**src/rtl/dit_pkg.sv**
```systemverilog
package dit_pkg;
  localparam int unsigned RLD_W = 8;
  localparam int unsigned NUM_CH = 2;

  // Counts in one period for a reload value; 255 is promoted to a single count.
  function automatic int unsigned counts_of(input logic [RLD_W-1:0] r);
    int unsigned c;
    c = 255 - int'(r);
    if (c == 0) c = 1;
    return c;
  endfunction

  // Ticks in one period for a given resolution.
  function automatic int unsigned span_of(input logic [RLD_W-1:0] r, input int unsigned res);
    return counts_of(r) * res;
  endfunction
endpackage

```
**src/rtl/dit_chan.sv**
```systemverilog
module dit_chan #(
  parameter int unsigned RES   = 80,
  parameter int unsigned CNT_W = 17
) (
  input  logic                       clk,
  input  logic                       rst_n,
  input  logic                       tick,
  input  logic                       active,
  input  logic                       load,
  input  logic                       restart,
  input  logic [dit_pkg::RLD_W-1:0]  reload_in,
  output logic                       expire,
  output logic [CNT_W-1:0]           remain
);
  logic [dit_pkg::RLD_W-1:0] reload_q;
  logic [CNT_W-1:0]          rem_q;
  logic                      step;

  assign step   = active && tick && !load && !restart;
  assign expire = step && (rem_q == CNT_W'(1));
  assign remain = rem_q;

  always_ff @(posedge clk or negedge rst_n) begin
    if (!rst_n) begin
      reload_q <= '0;
      rem_q    <= CNT_W'(dit_pkg::span_of('0, RES));
    end else if (load) begin
      reload_q <= reload_in;
      rem_q    <= CNT_W'(dit_pkg::span_of(reload_in, RES));
    end else if (restart) begin
      rem_q <= CNT_W'(dit_pkg::span_of(reload_q, RES));
    end else if (step) begin
      if (rem_q == CNT_W'(1)) rem_q <= CNT_W'(dit_pkg::span_of(reload_q, RES));
      else                    rem_q <= rem_q - CNT_W'(1);
    end
  end
endmodule

```
**src/rtl/dit_flags.sv**
```systemverilog
module dit_flags #(
  parameter int unsigned N = 2
) (
  input  logic         clk,
  input  logic         rst_n,
  input  logic         clear,
  input  logic [N-1:0] set,
  output logic [N-1:0] flags,
  output logic         irq
);
  logic [N-1:0] flag_q;

  always_ff @(posedge clk or negedge rst_n) begin
    if (!rst_n)     flag_q <= '0;
    else if (clear) flag_q <= set;
    else            flag_q <= flag_q | set;
  end

  assign flags = flag_q;
  assign irq   = |flag_q;
endmodule

```
**src/rtl/dual_interval_timer.sv**
```systemverilog
module dual_interval_timer #(
  parameter int unsigned RES_A = 80,
  parameter int unsigned RES_B = 360
) (
  input  logic                      clk,
  input  logic                      rst_n,
  input  logic                      us_tick,
  input  logic [dit_pkg::RLD_W-1:0] wr_data,
  input  logic                      rld_a_wr,
  input  logic                      rld_b_wr,
  input  logic                      ctrl_wr,
  input  logic                      en_wr,
  output logic [1:0]                flag_o,
  output logic                      irq_o
);
  localparam int unsigned RES_MAX = (RES_A > RES_B) ? RES_A : RES_B;
  localparam int unsigned CNT_W   = $clog2(255 * RES_MAX + 1);

  logic [1:0]       active_q;
  logic [1:0]       load_w;
  logic [1:0]       restart_w;
  logic [1:0]       expire_w;
  logic [CNT_W-1:0] rem_w [2];

  assign load_w    = {rld_b_wr, rld_a_wr};
  assign restart_w = {ctrl_wr & wr_data[3], ctrl_wr & wr_data[2]};

  always_ff @(posedge clk or negedge rst_n) begin
    if (!rst_n)     active_q <= '0;
    else if (en_wr) active_q <= wr_data[1:0];
  end

  for (genvar g = 0; g < 2; g++) begin : g_ch
    localparam int unsigned RES = (g == 0) ? RES_A : RES_B;
    dit_chan #(.RES(RES), .CNT_W(CNT_W)) u_ch (
      .clk       (clk),
      .rst_n     (rst_n),
      .tick      (us_tick),
      .active    (active_q[g]),
      .load      (load_w[g]),
      .restart   (restart_w[g]),
      .reload_in (wr_data),
      .expire    (expire_w[g]),
      .remain    (rem_w[g])
    );
  end

  dit_flags #(.N(2)) u_flags (
    .clk   (clk),
    .rst_n (rst_n),
    .clear (ctrl_wr),
    .set   (expire_w),
    .flags (flag_o),
    .irq   (irq_o)
  );
endmodule

```
**config.mk**
```make
export PLATFORM = sky130hd
export DESIGN_NAME = dual_interval_timer
export DESIGN_NICKNAME = d
export VERILOG_FILES = /design/src/rtl/dit_pkg.sv /design/src/rtl/dit_chan.sv /design/src/rtl/dit_flags.sv /design/src/rtl/dual_interval_timer.sv
export SDC_FILE = /design/constraint.sdc
export NUM_CORES = 1
export LEC_CHECK = 0
export BUFFER_PORTS_ARGS = -buffer_cell sky130_fd_sc_hd__buf_4
export CAP_MARGIN = 20
export CORE_ASPECT_RATIO = 1.2
export CORE_MARGIN = 2
export CORE_UTILIZATION = 30
export DETAILED_ROUTE_END_ITERATION = 10
export GPL_TIMING_DRIVEN = 1
export PLACE_DENSITY = 0.51
export SYNTH_ARGS = -nofsm -noshare
export SYNTH_HDL_FRONTEND = slang
export SYNTH_SLANG_ARGS = --single-unit
```
**constraint.sdc**
```tcl
create_clock -name clk -period 4.1 [get_ports clk]
set_clock_uncertainty 0.2 [all_clocks]
set_input_delay 0.205 -clock clk [delete_from_list [all_inputs] [get_ports clk]]
set_output_delay 0.205 -clock clk [all_outputs]
set_load 0.005 [all_outputs]
```
==> summary.md, run 1 <==
| Metric | Value |
|---|---|
| Ys flop type | dfrtp_1 |
| Wire length per cell | 16.55 um |
| IO Pins | 18 |
| Die width | 127.0 um |
| Clock power share | 0.162 |
| Die area | between 0.015 and 0.02 mm2 |
| CP required | between 4 and 5 ns |
| Vias in the first global route | approximately 4800 |
| Largest net degree at the start of global routing | 55 |
| Routed Antenna Nets | 0 |
| Lkg Pwr | ~2.7 nW |
| First-pass GRT wire length | 24170 um |
| Drt first pass iters | 5 |
| Clock Latency Late Sink | 0.31 ns |
| Least-Margin Pin Slew | roughly 0.77 ns |
| Relative slew slack | 0.4851 |
| Footprint of the multi-input gates | between 0.003 and 0.004 mm2 |
| Post-placement cell area | 0.005792 mm2 |
| P_int | between 1.5 and 2 mW |
| CP arrival | around 4.0 ns |
| HP Class | in2reg |
| Ys async rst share | 1.000 |
| Gpl congestion | 0.8612 |
| Vias per cell | approximately 5.2 |
| Critical Path End Type | register |
| Mean area per synthesized cell | approximately 8.4 um2 |
| Fillers | 1869 |
| Synth cell count leaders | inv_1 (77), ha_1 (59), o21ai_0 (57) |
| Minimum clock period | between 3 and 4 ns |
| Num CTS Buffers | 5 |
| Post-route cell area | around 0.006 mm2 |
| Final wirelength | about 15000 um |
| Slowest stage delay, CP | between 0.5 and 0.6 ns |
| Net switching power of the design | 1.182 mW |
| Sequential area share after synthesis | 0.2518 |
| Warnings from Yosys | 0 |
| Fmax | 252.3 MHz |
| # clock sinks | 54 |
| CTS tree | yes |
| Dpl hpwl | approximately 12000 um |
| Status | finished clean |
| Share of the synthesized area in the top cell type | 0.1746 |
| Diodes inserted | 0 |
| Die Ht | between 150 and 200 um |
| Syn nets | approximately 750 |
| CTS root buf | clkbuf_16 |
| Htree depth | 2 |
| Startpoint types | input port |
| Switching Share | 0.4339 |
| Storage cell area | around 0.0014 mm2 |
| PwrDens | roughly 450 mW/mm2 |
| Final cycle utilization of the critical path | 0.9667 |
| Area contributors post-synth | dfrtp_1 (17%), ha_1 (14%), fa_1 (8.5%) |
| Rows | 53 |
| Unique cell type count in the Yosys netlist | 60 |
| CP cell instances | dlygate4sd3_1 > buf_4 > o21ai_0 > ha_2 > inv_1 > fa_1 > fa_1 > inv_1 > ha_1 > nor2b_1 > o21ai_0 > a21oi_1 > or3_1 > a32o_1 > a21o_1 |
| Buffers added on ports | 17 |
| Worst vdd ir | roughly 0.16 mV |
| Share of power burned in combinational logic | 0.540 |
| Most frequent cell after synthesis | inv_1 |
| Synth Register Bits | 54 |
| Max clock buf depth | 2 |
| CP max stage cell | dlygate4sd3_1 |
| Starting Density | 0.3087 |
| Post-synthesis cell area | between 0.005 and 0.006 mm2 |
| Worst-path clk slew | about 0.07 ns |
| Post-synth EDFFs | 0 |
| Flop pwr share | 0.297 |
| Slew Viols, Final | 0 |
| DRC | 0 |
| Final nets | about 760 |
| Critical path class | in2reg |
| Leading area contributor after synthesis | dfrtp_1 |
| Max_cap viols | 0 |
| Vias | 4631 |
| Overflow after GRT | 0 |
| Reg2Reg Setup Slack | between 0.2 and 0.25 ns |
| Mapped Cells | between 600 and 700 |
| Layout Area Growth over Synthesis | 11.12% |
| Final Hold Viols | 0 |
| Placeable Area | between 0.015 and 0.02 mm2 |
| Setup violators final | 0 |
| Total Routing Usage GR | 0.1582 |
| Worst-path fanout max | 4 |
| Layout cells sized above 1 | 0.1066 |
| Setup TNS | 0 ns |
| First-iteration detailed-routing DRC count | 210 |
| Antenna violations before repair | 0 |
-- per-layer routing --
metal / up-vias / GRT usage / wire (um)
met5: - / 0 / 0
met4: 0 / 0.06648 / 567
met3: 30 / 0.02423 / 331
met2: 60 / 0.2849 / 7256
met1: 2234 / 0.1878 / 6510
li1: 2307 / - / -
-- placed cells by master, fill, tap and decap left out, drive strengths merged, types with 6 or more instances in the layout --
cell type,count
nor4,6
clkbuf,6
mux2,9
nand3,15
o31ai,7
a21oi,36
o21ai,57
nor2,46
buf,23
ha,59
dlygate4sd3,10
dfstp,16
or2,7
a21o,7
nand4,8
nor3,22
inv,77
nand2,53
a22oi,7
xnor2,19
nand2b,8
a211oi,8
o21a,8
fa,23
dfrtp,38
xor2,23
-- kinds of logic (layout without fill, tap and decap cells) --
family	Yosys count	count (layout)	synth area share
and+or+nand+nor	187	187	0.1652
AOI/OAI and AO/OA	170	170	0.1990
buffers and inverters	100	118	0.07031
adders and majority gates	82	82	0.2201
DFF	54	54	0.2518
xor gates and xnor gates	42	42	0.06755
muxes	13	13	0.02597
-- cell type report --
type	instances	area share
tap	220	0.04549
sequential	54	0.2266
timing repair buffer	33	0.04508
inverter	77	0.04777
clock buffer	6	0.02130
clock inverter	2	0.002275
multi-input combinational	494	0.6115
-- state kept, by name, indices dropped and copies added, names as in the netlist --
name,count
g_ch.u_ch.reload_q,16
g_ch.u_ch.remain,34
active_q,2
u_flags.flags,2
-- worst max-delay path, delay by kind of cell --
kind / cells / cell delay, ns
AO/OA/AOI/OAI: 5 / 0.95
AND/OR/NAND/NOR: 2 / 0.47
buffers and inverters: 4 / 0.80
adder cells (fa/ha/maj): 4 / 1.58
-- power by group through the flow --
stage	registers [mW]	logic, mW	clock network [mW]
after global placement	0.815	1.42	0
after floorplan	0.779	1.11	0
final	0.810	1.47	0.442
after CTS	0.807	1.47	0.464
after global routing	0.827	1.67	0.477
after detailed placement	0.818	1.45	0
-- worst paths after layout --
path	startpoint	to	cells past startpoint
setup / recovery	wr_data[0]	g_ch[1].u_ch.remain[13]	15
hold / removal	wr_data[7]	g_ch[1].u_ch.reload_q[7]	3
setup reg to reg	g_ch[1].u_ch.reload_q[1]	g_ch[1].u_ch.remain[15]	14
hold reg to reg	g_ch[0].u_ch.remain[10]	g_ch[0].u_ch.remain[10]	2
max in group asynchronous	rst_n	g_ch[1].u_ch.remain[11]	2
min in group asynchronous	rst_n	g_ch[1].u_ch.reload_q[4]	2
-- through the flow --
stage / setup WS, ns / std cells / hold WS [ns] / power [mW] / utilization
floorplan: 0.2350 / 648 / -0.2906 / 1.890 / -
global placement: 0.08044 / 867 / 0.1283 / 2.239 / 0.3283
detailed placement: 0.01816 / 867 / 0.1395 / 2.265 / 0.3283
CTS: 0.1004 / 885 / 0.01094 / 2.740 / 0.3422
global route: -0.009960 / 886 / 0.01408 / 2.976 / 0.3430
finish: 0.1366 / 886 / 0.01749 / 2.724 / 0.3430
-- repair_timing --
item,CTS,global route
buffers inserted,0,1
hold buffers,10,0
pin swaps,0,1
endpoints found under the hold margin,50,0
endpoints found under the setup margin,1,4
resized for setup,1,2
Note: power is estimated with default switching activity, not from simulation.
==> inputs of run 2 (changes only) <==
- GPL_TIMING_DRIVEN: 1 -> 0
==> run 2 against run 1 <==
  * Sequential power is essentially flat
  * Register-to-register slack lost 0.03 ns
  * Count of clock-buffer cells in the layout shrank 1
  * Sequential share of layout area grew 0.094 points
  * Via count grew 0.39%
  * Hold slack lost 0.0057 ns
  * Maximum frequency grew 1.9%
  * Power is essentially flat
  * Final area shrank 0.41%
  * Critical path depth shrank 1
==> summary.md, run 2 (same netlist as run 1, synthesis figures left out) <==
| Metric | Value |
|---|---|
| Status | finished clean |
| Least-Margin Pin Slew | 0.8203 ns (+0.04798 ns) |
| Layout cells sized above 1 | 0.1012 (-0.005416) |
| Largest net degree at the start of global routing | 55 (unchanged) |
| Fmax | 257.1 MHz (+1.9%) |
| Slew Viols, Final | 0 (unchanged) |
| Routed Antenna Nets | 0 (unchanged) |
| Htree depth | 2 (unchanged) |
| Worst vdd ir | 0.1689 mV (+3.9%) |
| RR Endpoint | g_ch[1].u_ch.remain[15] |
| Vias | 4649 (+0.39%) |
| Gpl congestion | 0.8579 (-0.38%) |
| Final cycle utilization of the critical path | 0.9488 (-0.01790) |
| Reg2Reg Setup Slack | 0.21 ns (-0.03 ns) |
| Starting Density | 0.3087 (unchanged) |
| # clock sinks | 54 (unchanged) |
| PwrDens | 452.2 mW/mm2 (+0.45%) |
| HP Class | in2reg |
| Diodes inserted | 0 (unchanged) |
| Commonest non-fill, non-tap cell in the layout | inv_1 |
| Drt first pass iters | 4 (-1) |
| Layout Area Growth over Synthesis | 10.66% |
| Hold EP | g_ch[0].u_ch.reload_q[1] |
| Lkg Pwr | 2.698 nW (-1.0%) |
| Startpoint types | register |
| CTS tree | yes |
| DRC | 0 (unchanged) |
| Setup violators final | 0 (unchanged) |
| CP arrival | 3.89 ns (-0.11 ns) |
| CP cell instances | inv_1 > nor3_1 > nor2_1 > nor2_2 > ha_1 > inv_1 > fa_1 > fa_1 > nand2b_1 > a21oi_2 > o221a_2 > o21a_1 > o211ai_1 > a32o_1 |
| Final wirelength | 14940 um (+1.8%) |
| Fillers | 1868 (-0.054%) |
| Worst-path fanout max | 4 (unchanged) |
| Slowest stage delay, CP | 0.46 ns (-0.08 ns) |
| Total power | 2.725 mW (about the same) |
| IO Pins | 18 (unchanged) |
| Placeable Area | 0.01764 mm2 (unchanged) |
| Hold Path Depth | 3 (unchanged) |
| Num CTS Buffers | 5 (unchanged) |
| First-iteration detailed-routing DRC count | 253 (+20%) |
| Relative slew slack | 0.4531 (-0.03199) |
| Origin of the critical flop-to-flop path | g_ch[1].u_ch.reload_q[1] |
| Final nets | 768 (+0.79%) |
| Die width | 127.0 um (unchanged) |
| Crit path from | g_ch[1].u_ch.reload_q[1] |
| CTS root buf | clkbuf_16 |
| Worst-path clk slew | 0.08 ns (about the same) |
| CP required | 4.10 ns (-0.03 ns) |
| Vias in the first global route | 4847 (+0.50%) |
| Critical path class | reg2reg |
| Final Hold Viols | 0 (unchanged) |
| R2R depth | 14 (unchanged) |
| Die area | 0.01925 mm2 (unchanged) |
| Smallest hold slack | 0.01180 ns (-0.005688 ns) |
| Die Ht | 151.6 um (unchanged) |
| Post-route cell area | 0.006026 mm2 (-0.41%) |
| Buffers added on ports | 11 (-6) |
| Clock Latency Late Sink | 0.31 ns (about the same) |
| Antenna violations before repair | 0 (unchanged) |
| First-pass GRT wire length | 24850 um (+2.8%) |
| Pre-CTS setup slack | -0.7331 ns (-0.7512 ns) |
| Wire length per cell | 16.74 um (+1.2%) |
| RSZ-0062 raised after global routing | false |
| Max_cap viols | 0 (unchanged) |
| Max reg flops | 34 (unchanged) |
| Max clock buf depth | 2 (unchanged) |
| Overflow after GRT | 0 (unchanged) |
| Minimum clock period | 3.890 ns (-0.07340 ns) |
| Vias per cell | 5.212 (-0.29%) |
| Critical Path End Type | register |
| Rows | 53 (unchanged) |
| Total Routing Usage GR | 0.1633 (+0.005120) |
| Commonest non-fill, non-tap cells in the layout | inv_1 (77), ha_1 (59), o21ai_0 (56), nand2_1 (53), nor2_1 (45) |
| Worst setup margin | 0.2100 ns (+0.07340 ns) |
| Dpl hpwl | 11900 um (+3.1%) |
| Post-placement cell area | 0.005803 mm2 (+0.19%) |
| CP max stage cell | fa_1 |
| Hold_sp | wr_data[1] |
| Post-CTS Setup Bufs | 0 (unchanged) |
[run 2: report_power, final]
group          total (mW)  switching, mW  internal (mW)
registers           0.810          0.135          0.675
clock network       0.447          0.220          0.227
logic                1.47          0.835          0.632
[run 2: worst max-delay path, delay by kind of cell, from the launching register on]
family / cells / cell delay [ns]
buffers and inverters: 2 / 0.20
AND/OR/NAND/NOR: 4 / 0.77
adder cells (fa/ha/maj): 3 / 1.19
AO/OA/AOI/OAI: 5 / 0.98
flip-flops: 1 / 0.45
[run 2: how the worst max path moves through the flow]
| stage | end | slack [ns] | depth (start not counted) |
|---|---|---|---|
| CTS | g_ch[1].u_ch.remain[15] | 0.006 | 15 |
| detailed placement | g_ch[1].u_ch.remain[15] | -0.73 | 15 |
| global route | g_ch[1].u_ch.remain[15] | 0.01 | 14 |
| global placement | g_ch[1].u_ch.remain[16] | -0.66 | 15 |
| finish | g_ch[1].u_ch.remain[15] | 0.21 | 14 |
| floorplan | g_ch[1].u_ch.remain[13] | 0.23 | 15 |
[run 2: per-stage QoR]
stage          cells    util  setup TNS [ns]
6_report         892  0.3416               0
5_1_grt          892  0.3416               0
4_1_cts          892  0.3405               0
3_5_place_dp     879  0.3290          -4.006
3_3_place_gp     879  0.3290          -3.646
2_1_floorplan    648       -               0
[run 2: routing by layer]
| layer | global-route usage | vias to the layer above | routed length [um] |
|---|---|---|---|
| met1 | 0.1929 | 2226 | 6495 |
| met3 | 0.02739 | 22 | 407 |
| li1 | - | 2320 | - |
| met2 | 0.3016 | 81 | 7652 |
| met4 | 0.05220 | 0 | 380 |
| met5 | 0 | - | 0 |
[run 2: final cells by class]
cell class	count	area, um2	area share
Clock buffer	5	125.1	0.02076
Multi-Input combinational cell	494	3714	0.6163
Inverter	77	289.0	0.04797
Tap cell	220	275.3	0.04568
Sequential cell	54	1371	0.2276
Clock inverter	3	21.27	0.003530
Buffer	23	97.59	0.01620
Timing Repair Buffer	16	132.6	0.02201
[run 2: what timing repair did]
action | CTS | global route
setup endpoints to repair | 6 | 4
hold buffers | 5 | 0
resized for setup | 3 | 9
endpoints found under the hold margin | 46 | 0
